## config.mk

```make
export PLATFORM = sky130hd
export DESIGN_NAME = sar_phase_seq
export DESIGN_NICKNAME = d
export VERILOG_FILES = /design/src/rtl/sarseq_pkg.sv /design/src/rtl/sarseq_clkdiv.sv /design/src/rtl/sarseq_sar.sv /design/src/rtl/sarseq_ctrl.sv /design/src/rtl/sarseq_notify.sv /design/src/rtl/sar_phase_seq.sv
export SDC_FILE = /design/constraint.sdc
export NUM_CORES = 1
export LEC_CHECK = 0
export BUFFER_PORTS_ARGS = -buffer_cell sky130_fd_sc_hd__buf_4
export CAP_MARGIN = 20
export CELL_PAD_IN_SITES_DETAIL_PLACEMENT = 0
export CELL_PAD_IN_SITES_GLOBAL_PLACEMENT = 1
export CORE_ASPECT_RATIO = 0.9
export CORE_MARGIN = 1
export CORE_UTILIZATION = 48
export DETAILED_ROUTE_END_ITERATION = 12
export GPL_TIMING_DRIVEN = 0
export PLACE_DENSITY_LB_ADDON = 0.1
export SYNTH_ARGS = -nofsm -noshare
export SYNTH_HDL_FRONTEND = slang
export SYNTH_SLANG_ARGS = --single-unit
```

## constraint.sdc

```tcl
create_clock -name clk -period 5.4 [get_ports clk]
set_clock_uncertainty 0.05 [all_clocks]
set_input_delay 0.54 -clock clk [delete_from_list [all_inputs] [get_ports clk]]
set_output_delay 0.54 -clock clk [all_outputs]
set_load 0.02 [all_outputs]
```

## src/rtl/sarseq_pkg.sv

```systemverilog
package sarseq_pkg;
   typedef enum logic [2:0] {
      PH_IDLE,
      PH_LEAD,
      PH_ACQ,
      PH_CONV,
      PH_XFER
   } phase_t;
endpackage

```

## src/rtl/sarseq_clkdiv.sv

```systemverilog
module sarseq_clkdiv #(
   parameter int DIV_W = 4
) (
   input  logic             clk,
   input  logic             rst_n,
   input  logic             clr,
   input  logic [DIV_W-1:0] div,
   output logic             tick
);
   logic [DIV_W-1:0] cnt;

   assign tick = !clr && (cnt == div);

   always_ff @(posedge clk or negedge rst_n) begin
      if (!rst_n)    cnt <= '0;
      else if (clr)  cnt <= '0;
      else if (tick) cnt <= '0;
      else           cnt <= cnt + 1'b1;
   end
endmodule

```

## src/rtl/sarseq_sar.sv

```systemverilog
module sarseq_sar #(
   parameter int RES_W = 10,
   localparam int IW = $clog2(RES_W)
) (
   input  logic             clk,
   input  logic             rst_n,
   input  logic             init,
   input  logic             step,
   input  logic [IW-1:0]    idx,
   input  logic             cmp,
   output logic [RES_W-1:0] word
);
   always_ff @(posedge clk or negedge rst_n) begin
      if (!rst_n) begin
         word <= '0;
      end else if (init) begin
         word <= {1'b1, {(RES_W-1){1'b0}}};
      end else if (step) begin
         for (int b = 0; b < RES_W; b++) begin
            if (b == int'(idx))          word[b] <= cmp;
            else if (b == int'(idx) - 1) word[b] <= 1'b1;
         end
      end
   end
endmodule

```

## src/rtl/sarseq_ctrl.sv

```systemverilog
module sarseq_ctrl
   import sarseq_pkg::*;
#(
   parameter int RES_W   = 10,
   parameter int ACQ_W   = 3,
   parameter int SOC_DLY = 2,
   parameter int EOC_DLY = 2,
   localparam int IW = $clog2(RES_W),
   localparam int CW = ACQ_W + $clog2(RES_W + SOC_DLY + EOC_DLY) + 1
) (
   input  logic             clk,
   input  logic             rst_n,
   input  logic             soc,
   input  logic             tick,
   input  logic [ACQ_W-1:0] acq_l,
   output phase_t           ph,
   output logic             accept,
   output logic             sar_init,
   output logic             sar_step,
   output logic [IW-1:0]    idx,
   output logic             done,
   output logic             div_clr
);
   localparam logic [CW-1:0] LEAD_LAST = CW'(SOC_DLY - 1);
   localparam logic [CW-1:0] CONV_LAST = CW'(RES_W - 1);
   localparam logic [CW-1:0] XFER_LAST = CW'(EOC_DLY - 1);

   logic [CW-1:0] cnt;
   logic [CW-1:0] acq_last;

   assign acq_last = CW'(acq_l) + CW'(1);
   assign accept   = (ph == PH_IDLE) && soc;
   assign sar_init = (ph == PH_ACQ) && tick && (cnt == acq_last);
   assign sar_step = (ph == PH_CONV) && tick;
   assign idx      = IW'(RES_W - 1) - cnt[IW-1:0];
   assign done     = (ph == PH_XFER) && (cnt == XFER_LAST);
   assign div_clr  = !((ph == PH_ACQ) || (ph == PH_CONV));

   always_ff @(posedge clk or negedge rst_n) begin
      if (!rst_n) begin
         ph  <= PH_IDLE;
         cnt <= '0;
      end else begin
         unique case (ph)
            PH_IDLE: if (soc) begin
               ph  <= PH_LEAD;
               cnt <= '0;
            end
            PH_LEAD: if (cnt == LEAD_LAST) begin
               ph  <= PH_ACQ;
               cnt <= '0;
            end else cnt <= cnt + 1'b1;
            PH_ACQ: if (tick) begin
               if (cnt == acq_last) begin
                  ph  <= PH_CONV;
                  cnt <= '0;
               end else cnt <= cnt + 1'b1;
            end
            PH_CONV: if (tick) begin
               if (cnt == CONV_LAST) begin
                  ph  <= PH_XFER;
                  cnt <= '0;
               end else cnt <= cnt + 1'b1;
            end
            PH_XFER: if (cnt == XFER_LAST) begin
               ph  <= PH_IDLE;
               cnt <= '0;
            end else cnt <= cnt + 1'b1;
            default: begin
               ph  <= PH_IDLE;
               cnt <= '0;
            end
         endcase
      end
   end
endmodule

```

## src/rtl/sarseq_notify.sv

```systemverilog
module sarseq_notify #(
   parameter int IRQ_DLY = 2
) (
   input  logic clk,
   input  logic rst_n,
   input  logic set,
   input  logic clr,
   output logic flag,
   output logic irq
);
   logic [IRQ_DLY:0] stage;

   assign stage[0] = flag;
   assign irq      = stage[IRQ_DLY];

   always_ff @(posedge clk or negedge rst_n) begin
      if (!rst_n)   flag <= 1'b0;
      else if (set) flag <= 1'b1;
      else if (clr) flag <= 1'b0;
   end

   for (genvar k = 1; k <= IRQ_DLY; k++) begin : g_dly
      always_ff @(posedge clk or negedge rst_n) begin
         if (!rst_n) stage[k] <= 1'b0;
         else        stage[k] <= stage[k-1] && !clr;
      end
   end
endmodule

```

## src/rtl/sar_phase_seq.sv

```systemverilog
module sar_phase_seq
   import sarseq_pkg::*;
#(
   parameter int RES_W   = 10,
   parameter int DIV_W   = 4,
   parameter int ACQ_W   = 3,
   parameter int SOC_DLY = 2,
   parameter int EOC_DLY = 2,
   parameter int IRQ_DLY = 2
) (
   input  logic             clk,
   input  logic             rst_n,
   input  logic             soc,
   input  logic [DIV_W-1:0] div_sel,
   input  logic [ACQ_W-1:0] acq_sel,
   input  logic             cmp_in,
   input  logic             flag_clr,
   output logic             busy,
   output logic             sample_hold,
   output logic             converting,
   output logic [RES_W-1:0] trial,
   output logic [RES_W-1:0] result,
   output logic             flag,
   output logic             irq
);
   localparam int IW = $clog2(RES_W);

   if (RES_W < 2)   begin : g_bad_res  $error("RES_W must be at least 2");   end
   if (DIV_W < 1)   begin : g_bad_div  $error("DIV_W must be at least 1");   end
   if (ACQ_W < 1)   begin : g_bad_acq  $error("ACQ_W must be at least 1");   end
   if (SOC_DLY < 1) begin : g_bad_soc  $error("SOC_DLY must be at least 1"); end
   if (EOC_DLY < 1) begin : g_bad_eoc  $error("EOC_DLY must be at least 1"); end
   if (IRQ_DLY < 1) begin : g_bad_irq  $error("IRQ_DLY must be at least 1"); end

   phase_t           ph;
   logic             accept, sar_init, sar_step, done, div_clr, tick;
   logic [IW-1:0]    idx;
   logic [DIV_W-1:0] div_l;
   logic [ACQ_W-1:0] acq_l;

   always_ff @(posedge clk or negedge rst_n) begin
      if (!rst_n) begin
         div_l <= '0;
         acq_l <= '0;
      end else if (accept) begin
         div_l <= div_sel;
         acq_l <= acq_sel;
      end
   end

   sarseq_clkdiv #(.DIV_W(DIV_W)) u_div (
      .clk(clk), .rst_n(rst_n), .clr(div_clr), .div(div_l), .tick(tick)
   );

   sarseq_ctrl #(
      .RES_W(RES_W), .ACQ_W(ACQ_W), .SOC_DLY(SOC_DLY), .EOC_DLY(EOC_DLY)
   ) u_ctrl (
      .clk(clk), .rst_n(rst_n), .soc(soc), .tick(tick), .acq_l(acq_l),
      .ph(ph), .accept(accept), .sar_init(sar_init), .sar_step(sar_step),
      .idx(idx), .done(done), .div_clr(div_clr)
   );

   sarseq_sar #(.RES_W(RES_W)) u_sar (
      .clk(clk), .rst_n(rst_n), .init(sar_init), .step(sar_step),
      .idx(idx), .cmp(cmp_in), .word(trial)
   );

   sarseq_notify #(.IRQ_DLY(IRQ_DLY)) u_note (
      .clk(clk), .rst_n(rst_n), .set(done), .clr(flag_clr),
      .flag(flag), .irq(irq)
   );

   always_ff @(posedge clk or negedge rst_n) begin
      if (!rst_n)    result <= '0;
      else if (done) result <= trial;
   end

   assign busy        = (ph != PH_IDLE);
   assign sample_hold = (ph == PH_ACQ);
   assign converting  = (ph == PH_CONV);
endmodule

```

==> summary.md <==
| Metric | Value |
|---|---|
| Tmin final | `2.31 ns` |
| Worst-margin pin slew | `0.603 ns` |
| Total power | `1.81 mW` |
| CP cell instances | `inv_1 > ha_1 > xnor2_1 > nor2b_1 > nor3b_1 > a211oi_1` |
| Drt first pass iters | `4` |
| CP max-delay cell | `nor3b_1` |
| Setup violators final | `0` |
| Mux share of post-synthesis cell area | `9.53%` |
| Fill count | `419` |
| Wire per inst | `14.2 µm` |
| Largest net degree at the start of global routing | `46` |
| CTS tree | `built` |
| Syn Inst Count | `218` |
| Num CTS Buffers | `5` |
| RR Endpoint | `u_sar.word[2]$_DFFE_PN0P_` |
| CP max stage delay | `0.50 ns` |
| Area grow syn2layout | `20.0%` |
| H-tree Lvls | `2` |
| Drc violations | `0` |
| Routed via count | `1751` |
| Die Y | `69.7 µm` |
| Total Routing Usage GR | `19.5%` |
| Area share of the largest cell type after synthesis | `46.1%` |
| Ports | `37` |
| R2R setup slack | `3.09 ns` |
| First-pass GRT wire length | `8.42 mm` |
| Syn avg cell area | `11.2 µm²` |
| Crit end category | `register` |
| Antenna violations before repair | `0` |
| Met3 usage | `3.68%` |
| Num rows | `24` |
| ANT nets after route | `0` |
| Cell area after synthesis | `2440 µm²` |
| CTS Hold Buffers Added | `0` |
| Core area | `4860 µm²` |
| Remaining Overflow, GRT | `0` |
| PD cells | `616 nW/µm²` |
| Post-synth EDFFs | `0` |
| Worst endpoint required time | `5.51 ns` |
| GR peak layer | `met2` |
| Routed WL | `4.65 mm` |
| Sequential area share after synthesis | `46.1%` |
| Grt met1 use | `27.6%` |
| Clock sinks | `45` |
| Asr flop ratio synth | `100%` |
| Synth Area in Compound Gates | `15.5%` |
| Reg clk slew, reported paths | `0.09 ns` |
| Area leader, netlist | `dfrtp_1` |
| RSZ-0062 raised after global routing | `no` |
| Crit path buf inv count | `1` |
| CTS resizes | `0` |
| Start of the worst register-to-register path | `u_ctrl.cnt[1]$_DFFE_PN0P_` |
| Crit path launch type | `register` |
| # nets final | `284` |
| Vias/cell | `5.35` |
| HP Class | `in2async` |
| Die W | `77.2 µm` |
| Synth Warn # | `0` |
| Adder-Cell Fraction of Synth Area | `5.64%` |
| Largest family of logic cells by synthesized area | `simple AND/OR/NAND/NOR gates` |
| Path depth of the worst reg2reg path | `6` |
| Tcrit/Tclk final | `42.8%` |
| Port-buffer cells | `36` |
| Share of cells above drive strength 1 | `30.2%` |
| Post-synth net total | `241` |
| Post-Synth XOR/XNOR Area | `4.56%` |
| DIE AREA | `5380 µm²` |
| Static Leak | `1.35 nW` |
| Slew Limit Fails | `0` |
| Status | `completed` |
| Commonest non-fill, non-tap cells in the layout | `dfrtp_1 (45), buf_4 (38), mux2_2 (18)` |
| Fin. Hold Viols | `0` |
| Post-synthesis register bit count | `45` |
| Kind of critical path | `reg2reg` |
| Top delay family on crit path | `simple AND/OR/NAND/NOR gates` |
| N_diodes | `0` |
| M2 GR Usage | `30.7%` |
| Crit. Startpoint | `u_ctrl.cnt[1]$_DFFE_PN0P_` |
| Total negative slack | `0 ns` |
| Post CTS Setup Buffer Count | `0` |
| CTS Buffer Depth | `2` |
| Max IR drop VDD | `0.358 mV` |
| Commonest non-fill, non-tap cell in the layout | `dfrtp_1` |
| Synth top area cells | `dfrtp_1 (46%), mux2_2 (8.3%), ha_1 (5.6%)` |
| Vias in the first global route | `1797` |
| Main synth FF type | `dfrtp_1` |
| GPL Wtd Cong | `0.777` |
| Slew margin rel. | `59.5%` |
| Crit-path max FO | `6` |
| Max Cap Viol | `0` |
| Clk root buf | `clkbuf_8` |
| Unique masters post-synth | `48` |
| Clk Latency, worst-skew pair | `0.30 ns` |
| Synth Area in Simple Gates | `15.7%` |
| Initial Util | `50.2%` |
| Arrival @ worst endpoint | `2.42 ns` |
| Dpl hpwl | `3.40 mm` |
| Max Fclk | `0.433 GHz` |
| Iter 0 DRT Violations | `65` |
==> cell usage after synthesis (3+ instances only) <==
| cell | count |
|---|---|
| a211oi_1 | 8 |
| a21oi_1 | 9 |
| a221oi_1 | 4 |
| a22o_1 | 9 |
| dfrtp_1 | 45 |
| ha_1 | 11 |
| inv_1 | 9 |
| mux2_2 | 18 |
| nand2_1 | 11 |
| nand3_1 | 5 |
| nand3b_1 | 3 |
| nand4_1 | 3 |
| nor2_1 | 12 |
| nor2b_1 | 9 |
| nor3_1 | 4 |
| o21a_1 | 3 |
| o21ai_0 | 10 |
| xnor2_1 | 7 |
| xor2_1 | 3 |
==> worst max path at each step <==
stage / endpoint / slack [ns] / cells after the start
after global placement: u_sar.word[2]$_DFFE_PN0P_ / 3.11 / 6
after CTS: u_sar.word[2]$_DFFE_PN0P_ / 3.14 / 6
after floorplan: u_ctrl.ph[0]$_DFFE_PN0P_ / 3.31 / 7
after global routing: u_sar.word[2]$_DFFE_PN0P_ / 2.96 / 6
after detailed placement: u_sar.word[2]$_DFFE_PN0P_ / 3.16 / 6
final: u_sar.word[2]$_DFFE_PN0P_ / 3.09 / 6
==> worst reg2reg max path, cell delays in order (launching register included) <==
cell	delay, ns
dfrtp_1	0.47
inv_1	0.17
ha_1	0.27
xnor2_1	0.22
nor2b_1	0.33
nor3b_1	0.50
a211oi_1	0.16
==> power by group <==
part / internal [mW] / switching, mW / total, mW
Clock: 0.186 / 0.116 / 0.302
Combinational: 0.432 / 0.515 / 0.947
Sequential: 0.455 / 0.103 / 0.558
==> final cells by class <==
cell class / instances / area [µm²] / area share [%]
Buffer: 6 / 38.8 / 1.32
Clock buffer: 5 / 68.8 / 2.35
Clock inverter: 3 / 68.8 / 2.35
Inverter: 9 / 33.8 / 1.15
Multi-Input combinational cell: 158 / 1240 / 42.4
Sequential cell: 45 / 1130 / 38.4
Tap cell: 65 / 81.3 / 2.77
Timing Repair Buffer: 36 / 270 / 9.22
==> kinds of logic (layout without fill, tap and decap cells) <==
logic type               count (synthesis)  count (layout)
AND/OR/NAND/NOR                         64              64
AO/OA/AOI/OAI                           52              52
flip-flops                              45              45
multiplexers                            20              20
buffers and inverters                   15              59
adder cells (fa/ha/maj)                 11              11
XOR/XNOR                                11              11
==> state kept, by name (all words and copies together) (netlist names) <==
signal and flops:
result 10, u_sar.word 10, u_ctrl.cnt 8, div_l 4, u_div.cnt 4, acq_l 3, u_ctrl.ph 3, u_note.flag 1
u_note.irq 1, u_note.stage 1
==> per-stage QoR <==
step	instance area, µm²	worst slack, ns	util [%]	std cells	hold slack, ns
final	2930	3.09	60.3	327	0.177
after global routing	2930	2.96	60.3	327	0.220
after detailed placement	2790	3.16	57.4	319	0.411
after CTS	2930	3.14	60.3	327	0.194
after global placement	2790	3.11	57.4	319	0.392
after floorplan	2440	3.31	-	218	0.194
==> per-layer routing <==
layer	up-vias	share of wire (%)
met5	-	0
met4	0	0.65
met3	5	4.1
met2	34	45
met1	832	51
li1	880	-
Power figures use the tool's default switching activity.
